<file path="src/rtl/oc_latch_pkg.sv">
package oc_latch_pkg;

    typedef struct packed {
        logic fault;    // fault latched
        logic pend;     // cleared with over-current present, waiting for sync edge
    } latch_state_t;

    localparam latch_state_t LATCH_RESET = '{fault: 1'b0, pend: 1'b0};

endpackage

</file>
<file path="src/rtl/oc_run_counter.sv">
// Counts consecutive cycles with en high; hit flags the LIMIT-th one.
module oc_run_counter #(
    parameter int unsigned LIMIT = 4
) (
    input  logic clk,
    input  logic rst_n,
    input  logic en,
    output logic hit
);
    localparam int unsigned W = (LIMIT < 2) ? 1 : $clog2(LIMIT);
    localparam logic [W-1:0] TOP = W'(LIMIT - 1);

    logic [W-1:0] cnt_d, cnt_q;
    logic         at_top;

    always_comb begin
        at_top = (cnt_q == TOP);
        hit    = en && at_top;
        if (!en || at_top) begin
            cnt_d = '0;
        end else begin
            cnt_d = cnt_q + W'(1);
        end
    end

    always_ff @(posedge clk) begin
        if (!rst_n) begin
            cnt_q <= '0;
        end else begin
            cnt_q <= cnt_d;
        end
    end
endmodule

</file>
<file path="src/rtl/oc_sync_edge.sv">
// Flags any change of the sync reference level between edges.
module oc_sync_edge (
    input  logic clk,
    input  logic rst_n,
    input  logic sync_in,
    output logic sync_edge
);
    logic sync_d, sync_q;

    always_comb begin
        sync_d    = sync_in;
        sync_edge = sync_in ^ sync_q;
    end

    always_ff @(posedge clk) begin
        if (!rst_n) begin
            sync_q <= 1'b0;
        end else begin
            sync_q <= sync_d;
        end
    end
endmodule

</file>
<file path="src/rtl/oc_line_sense.sv">
// Effective reset-line level: in auto mode the held fault pulls the line low.
module oc_line_sense (
    input  logic pwm_line_in,
    input  logic auto_mode,
    input  logic fault_held,
    output logic line_eff,
    output logic line_low_latched
);
    always_comb begin
        line_eff         = pwm_line_in & ~(auto_mode & fault_held);
        line_low_latched = fault_held & ~line_eff;
    end
endmodule

</file>
<file path="src/rtl/oc_fault_latch.sv">
module oc_fault_latch
    import oc_latch_pkg::*;
#(
    parameter int unsigned DEB_CYCLES = 175,
    parameter int unsigned RST_CYCLES = 25
) (
    input  logic clk,
    input  logic rst_n,
    input  logic oc_flag,
    input  logic sync_in,
    input  logic pwm_line_in,
    input  logic auto_mode,
    input  logic pwm_meas_in,
    output logic fault_n,
    output logic pwm_drv_out
);
    latch_state_t st_d, st_q;

    logic deb_en, deb_hit;
    logic rel_en, rel_hit;
    logic sync_edge;
    logic line_eff;

    oc_line_sense u_line (
        .pwm_line_in      (pwm_line_in),
        .auto_mode        (auto_mode),
        .fault_held       (st_q.fault),
        .line_eff         (line_eff),
        .line_low_latched (rel_en)
    );

    oc_sync_edge u_sync (
        .clk       (clk),
        .rst_n     (rst_n),
        .sync_in   (sync_in),
        .sync_edge (sync_edge)
    );

    assign deb_en = oc_flag & ~st_q.fault & ~st_q.pend;

    oc_run_counter #(.LIMIT(DEB_CYCLES)) u_deb (
        .clk   (clk),
        .rst_n (rst_n),
        .en    (deb_en),
        .hit   (deb_hit)
    );

    oc_run_counter #(.LIMIT(RST_CYCLES)) u_rel (
        .clk   (clk),
        .rst_n (rst_n),
        .en    (rel_en),
        .hit   (rel_hit)
    );

    always_comb begin
        st_d = st_q;
        if (st_q.fault) begin
            if (rel_hit) begin
                st_d.fault = 1'b0;
                st_d.pend  = oc_flag;
            end
        end else if (st_q.pend) begin
            if (!oc_flag) begin
                st_d.pend = 1'b0;
            end else if (sync_edge) begin
                st_d.fault = 1'b1;
                st_d.pend  = 1'b0;
            end
        end else if (deb_hit) begin
            st_d.fault = 1'b1;
        end
    end

    always_ff @(posedge clk) begin
        if (!rst_n) begin
            st_q <= LATCH_RESET;
        end else begin
            st_q <= st_d;
        end
    end

    assign fault_n     = ~st_q.fault;
    assign pwm_drv_out = st_q.fault | pwm_meas_in;

    logic unused_line;
    assign unused_line = line_eff;
endmodule

</file>
<file path="config.mk">
export PLATFORM = sky130hd
export DESIGN_NAME = oc_fault_latch
export DESIGN_NICKNAME = d
export VERILOG_FILES = /design/src/rtl/oc_latch_pkg.sv /design/src/rtl/oc_run_counter.sv /design/src/rtl/oc_sync_edge.sv /design/src/rtl/oc_line_sense.sv /design/src/rtl/oc_fault_latch.sv
export SDC_FILE = /design/constraint.sdc
export NUM_CORES = 1
export LEC_CHECK = 0
export BUFFER_PORTS_ARGS = -buffer_cell sky130_fd_sc_hd__buf_2
export CORE_AREA = 2 2 39 41
export DETAILED_ROUTE_END_ITERATION = 10
export DIE_AREA = 0 0 41 43
export PLACE_DENSITY_LB_ADDON = 0.12
export SYNTH_ARGS = -nofsm -noshare
export SYNTH_HDL_FRONTEND = slang
export SYNTH_SLANG_ARGS = --single-unit
</file>
<file path="constraint.sdc">
create_clock -name clk -period 3.6 [get_ports clk]
set_input_delay 0.36 -clock clk [delete_from_list [all_inputs] [get_ports clk]]
set_output_delay 0.36 -clock clk [all_outputs]
set_load 0.005 [all_outputs]
</file>
==> impl_metrics.ini, run 1 <==
[cells_and_area]
syn_to_final_growth_pct = 13.5
final_cells = 107
antennaDiodeCount = 0
nFillCells = 136
drive_gt1_share_pct = 15.4
seqCellArea_sq_um = 320
nNetsFinal = 103
multiInputGateArea_sq_um = 363

[timing]
final-hold-violation-count = 0
min_period_ps = 1440
skew_ps = 3.44
timing.fmax_ghz = 0.693
worst_pin_slew_ps = 555
setup_viol = 0
worst_hold_slack_ps = 298
fin_tns_setup_ps = 0
slew_viol_final = 0
rsz0062_at_grt = no
layout_setup_ws_ps = 2160
relSlewSlack_pct = 62.8
min_period_over_period_pct = 40.1

[clock_network]
postCtsSetupRepairBufs = 0
clockBufferDepth = 2
clkTransAtPathRegs_ps = 90
cts_hold_buf = 0
ctsResizeCount = 0
clk_latency_ps = 290
clockRootBuffer = clkbuf_4
cts_tree = yes
cts_made_buffers = 3
clock_sinks = 16
htree_levels = 1

[routing]
route.vias.total = 578
viasPerCell = 5.40
wl_per_cell_um = 11.5
drc_errors = 0
wl_mm = 1.23
postRouteAntennaNets = 0
drt-pass1-iter-count = 4
drtIter0Drc = 5

[die]
ioPinCount = 9
die_area_sq_um = 1760
core_area_sq_um = 1380
initial_utilization_pct = 51.5
die_x_um = 41
rows = 14
die_y_um = 43

[synthesis]
synthDistinctLibCells = 26
synth_area_sq_um = 713
synth_fp_nets = 90
synth_cells = 79
yosysWarnings = 0
ys_seq_area_share_pct = 44.9
ys.flop_type = dfxtp_1
syn_avg_cell_area_sq_um = 9.03
async_flop_share_pct = 0
synth_edf_count = 0
synth_seq_cells = 16

[critical_path]
cp.arrival_ps = 1080
cpPeakStageDelay_ps = 370
crit_type = reg2out
crit_chain = or2_2 > buf_2
crit_path_start_kind = flop
path_max_fanout = 7
end_kind = primary output
worstPathRequired_ps = 3240
cpMaxStageDelayCell = dfxtp_1

[place]
gp_congestion = 0.773
portBuffers = 8
placedCellCount = 103
dp.final_hpwl_um = 932
place_ws_ps = 2190

[flow_run]
drv_cap = 0

[pwr]
powerDensity_nw_per_um2 = 386
p_leak_nw = 0.296
irDropWorstVdd_mv = 0.252

[global_route]
first_global_vias = 503
grt_overflow = 0
grt_usage_pct = 16.3
grt_max_degree = 10
grt_pass1_wl_mm = 1.95
antenna_found_initial = 0

[hold_path]
min_path_type = in2reg

[run_status]
status = finished clean
[flip-flops by register name (all words and copies together), names as in the netlist]
signal,flops
u_deb.cnt_q,8
u_rel.cnt_q,5
st_q,2
u_sync.sync_q,1
[path summary, 6_finish.rpt]
check                  from        endpoint  slack (ps)  cells after the start
max                 st_q[1]     pwm_drv_out        2160                      2
min                 sync_in   u_sync.sync_q         300                      2
max reg2reg  u_deb.cnt_q[1]  u_deb.cnt_q[4]        2170                      4
min reg2reg  u_rel.cnt_q[0]  u_rel.cnt_q[0]         470                      1
[synth_stat cells, types with 2 or more instances]
master    n  area [sq um]
a21oi_1   3          15.0
dfxtp_1  16           320
ha_1      4          50.1
inv_1     8          30.0
nand2_1   2          7.51
nand3_1   7          35.0
nand4_1   2          12.5
nor2_1   10          37.5
o21ai_0   3          15.0
or3_1     3          18.8
xnor2_1   3          26.3
xor2_1    4          35.0
[cell type report]
type	count	share of cell area, %
Clock buffer	4	4.48
Inverter	8	3.71
Multi-Input combinational cell	55	44.8
Sequential cell	16	39.6
Tap cell	16	2.47
Timing Repair Buffer	8	4.95
[critical path, delay by kind of cell (launching register included)]
family / cells / cell delay, ps
buffers and inverters: 1 / 120
flip-flops: 1 / 370
AND/OR/NAND/NOR: 1 / 300
[per-stage QoR]
stage / utilization (%) / total power [mW] / instance area [sq um]
after floorplan: - / 0.191 / 713
after global placement: 55.9 / 0.197 / 773
after detailed placement: 55.9 / 0.197 / 773
after global routing: 58.5 / 0.322 / 810
final: 58.5 / 0.313 / 810
after CTS: 58.5 / 0.316 / 810
[power by group]
group | internal (mW) | switching, mW
sequential | 0.179 | 0.00184
combinational | 0.00611 | 0.00637
clock | 0.0616 | 0.0584
total | 0.246 | 0.0666
[cells in the final DEF (no fill, tap or decap), types with 2 or more instances in the layout]
cell	Yosys	layout
dfxtp_1	16	16
xnor2_1	3	3
nand3_1	7	7
buf_2	0	8
nand2_1	2	2
xor2_1	4	4
or3_1	3	3
nand4_1	2	2
clkbuf_4	0	3
o21ai_0	3	3
ha_1	4	4
a21oi_1	3	3
inv_1	8	8
nor2_1	10	10
[routing by layer]
layer  wire [um]  track usage, %
met4          23            8.00
met2         551            25.3
met1         613            20.4
met5           0               0
met3          43            3.14
[kinds of logic (layout without fill, tap and decap cells)]
family | Yosys count | count (layout) | share of synthesized area (%)
compound gates | 10 | 10 | 8.42
xor+xnor | 7 | 7 | 8.60
fa+ha+maj | 4 | 4 | 7.02
buf+inv | 8 | 20 | 4.21
flops | 16 | 16 | 44.9
simple gates | 34 | 34 | 26.8
No activity file was read; power rests on OpenSTA's default activity.
==> inputs of run 2 (changes only) <==
--- a/config.mk
+++ b/config.mk
@@ -5,10 +5,11 @@
 export SDC_FILE = /design/constraint.sdc
 export NUM_CORES = 1
 export LEC_CHECK = 0
+export ABC_AREA = 1
 export BUFFER_PORTS_ARGS = -buffer_cell sky130_fd_sc_hd__buf_2
-export CORE_AREA = 2 2 39 41
+export CORE_MARGIN = 2
+export CORE_UTILIZATION = 49
 export DETAILED_ROUTE_END_ITERATION = 10
-export DIE_AREA = 0 0 41 43
 export PLACE_DENSITY_LB_ADDON = 0.12
 export SYNTH_ARGS = -nofsm -noshare
 export SYNTH_HDL_FRONTEND = slang
==> constraint.sdc (replaced) <==
create_clock -name clk -period 1.2 [get_ports clk]
set_input_delay 0.12 -clock clk [delete_from_list [all_inputs] [get_ports clk]]
set_output_delay 0.12 -clock clk [all_outputs]
set_load 0.005 [all_outputs]
==> run 2 against run 1 <==
Non-clock buffer count grew 5. Global-route usage shrank 1.1 points. Register-to-register slack lost 2100 ps. Design area grew 17%. Sequential power grew to 3.0 times the previous value. Count of clock-buffer cells in the layout shrank 1. Combinational power grew to 3.9 times the previous value. Setup slack lost 2100 ps. Clock skew grew 4.9 ps. Synthesized cell count grew 34%. Hold slack lost 250 ps.
==> impl_metrics.ini, run 2 <==
[run_status]
status = finished clean

[clock_network]
cts_tree = yes
clockBufferDepth = 2
htree_levels = 1
clk_latency_ps = 280
clkTransAtPathRegs_ps = 80
cts_made_buffers = 3
clockRootBuffer = clkbuf_4
clock_sinks = 16

[cells_and_area]
drive_gt1_share_pct = 31.1
final_core_util_pct = 64.3
largest_register = u_deb.cnt_q
reg_top3 = u_deb.cnt_q x8, u_rel.cnt_q x5, st_q x2
final_area_sq_um = 946
nNetsFinal = 135
syn_to_final_growth_pct = 24.8
antennaDiodeCount = 0
largest_reg_flops = 8
final_cells = 138
final_cell_mix = inv_1, nand2_1, nor2_1

[die]
die_x_um = 43.3
die_area_sq_um = 1880
core_area_sq_um = 1470
ioPinCount = 9
die_y_um = 43.3
rows = 14
initial_utilization_pct = 51.5

[routing]
wl_per_cell_um = 9.64
postRouteAntennaNets = 0
drc_errors = 0
wl_mm = 1.33
drtIter0Drc = 19
route.vias.total = 672
viasPerCell = 4.87
drt-pass1-iter-count = 5

[synthesis]
yosysWarnings = 0
synth_seq_cells = 16
synth_cells = 106
synthTopCellsByCount = nand2_1, nor2_1, inv_1
synthDistinctLibCells = 16
synth_top_area_share_pct = 42.2
ys_seq_area_share_pct = 42.2
async_flop_share_pct = 0
synth_area_sq_um = 758
syn_avg_cell_area_sq_um = 7.15
synth_fp_nets = 117
yosysTopAreaCell = dfxtp_1
ys.flop_type = dfxtp_1
synth_edf_count = 0
synth_area_leaders = dfxtp_1, nand2_1, nor2_1

[pwr]
p_total_uw = 863
p_leak_nw = 0.374
p_sw_share_pct = 22.0
comb_power_share_pct = 5.6
irDropWorstVdd_mv = 0.686
p_clk_share_pct = 31.9
switchingPower_uw = 190
internal-power_uw = 674
powerDensity_nw_per_um2 = 913
pwr-share-seq_pct = 62.5

[place]
place_ws_ps = -55.1
gp_congestion = 0.790
placed_area_sq_um = 848
placedCellCount = 134
dp.final_hpwl_um = 928
portBuffers = 8

[hold_path]
whs_path_depth = 3
min-delay-start = sync_in
min_path_type = in2reg
hold-path-endpoint = u_sync.sync_q

[timing]
worst_hold_slack_ps = 49.8
skew_ps = 8.30
min_period_ps = 1160
setup_viol = 0
relSlewSlack_pct = 77.9
timing.fmax_ghz = 0.859
worst_pin_slew_ps = 328
slew_viol_final = 0
fin_tns_setup_ps = 0
min_period_over_period_pct = 97.0
final-hold-violation-count = 0
layout_setup_ws_ps = 36.5
rsz0062_at_grt = yes

[global_route]
use_met3_pct = 2.92
antenna_found_initial = 0
grt_usage_pct = 15.2
busiest_layer = met2
first_global_vias = 565
use_met1_pct = 18.7
grt_overflow = 0
grt_pass1_wl_mm = 2.13
use_met2_pct = 23.6
grt_max_degree = 9

[critical_path]
worstPathRequired_ps = 1080
r2r_end = u_deb.cnt_q[6]
end_kind = primary output
r2r_slack_ps = 60
path_max_fanout = 6
reg2reg_depth = 6
cp.arrival_ps = 1040
regToRegStartpoint = u_deb.cnt_q[0]
crit_type = reg2out
crit_path_start_kind = flop

[flow_run]
drv_cap = 0
-- run 2: cell count changes after synthesis, moves of 2 or more --
cell / delta
or3_1: -3
o21ai_0: -3
nor3_1: +2
nor2_1: +11
nand3_1: -2
inv_1: +11
nand2_1: +19
-- run 2: worst max-delay path by stage --
stage / from / endpoint / slack (ps) / depth (start not counted)
6_report: st_q[1] / pwm_drv_out / 40 / 2
3_5_place_dp: u_deb.cnt_q[0] / u_deb.cnt_q[7] / -60 / 6
3_3_place_gp: u_deb.cnt_q[0] / u_deb.cnt_q[7] / -20 / 6
5_1_grt: u_deb.cnt_q[0] / u_deb.cnt_q[1] / -30 / 6
4_1_cts: u_rel.cnt_q[1] / st_q[0] / 8 / 9
2_1_floorplan: u_deb.cnt_q[0] / u_deb.cnt_q[4] / 70 / 6
-- run 2: critical path, cell delays in order, from the launching register on --
cell and delay, ps:
dfxtp_2 360, or2_2 290, buf_2 120
-- run 2: logic make-up after synthesis --
group	synth area share (%)
XOR/XNOR	6.93
buffers and inverters	9.41
AO/OA/AOI/OAI	3.80
flip-flops	42.2
AND/OR/NAND/NOR	31.0
adder cells (fa/ha/maj)	6.60
-- run 2: what timing repair did --
action                     CTS  global route
pin swaps                    0             5
hold buffers                 0             0
resized for setup            3            19
setup endpoints to repair    8            15
setup buffers                0             1
-- run 2: area by class of cell --
class / count / area (sq um)
Sequential cell: 16 / 327
Multi-Input combinational cell: 71 / 428
Clock buffer: 3 / 22.5
Fill cell: 144 / 526
Inverter: 19 / 71.3
Timing Repair Buffer: 13 / 77.6
Tap cell: 16 / 20.0
-- run 2: power by group through the flow --
stage	clock [mW]	sequential, mW	combinational (mW)
floorplan	0	0.551	0.0226
global placement	0	0.551	0.0427
detailed placement	0	0.551	0.0429
CTS	0.281	0.539	0.0438
global route	0.307	0.540	0.0558
finish	0.276	0.539	0.0483
-- run 2: routing by layer --
metal | vias up | routed length, um
met5 | - | 0
met4 | 0 | 9
met3 | 2 | 69
met2 | 14 | 631
met1 | 299 | 619
li1 | 357 | -
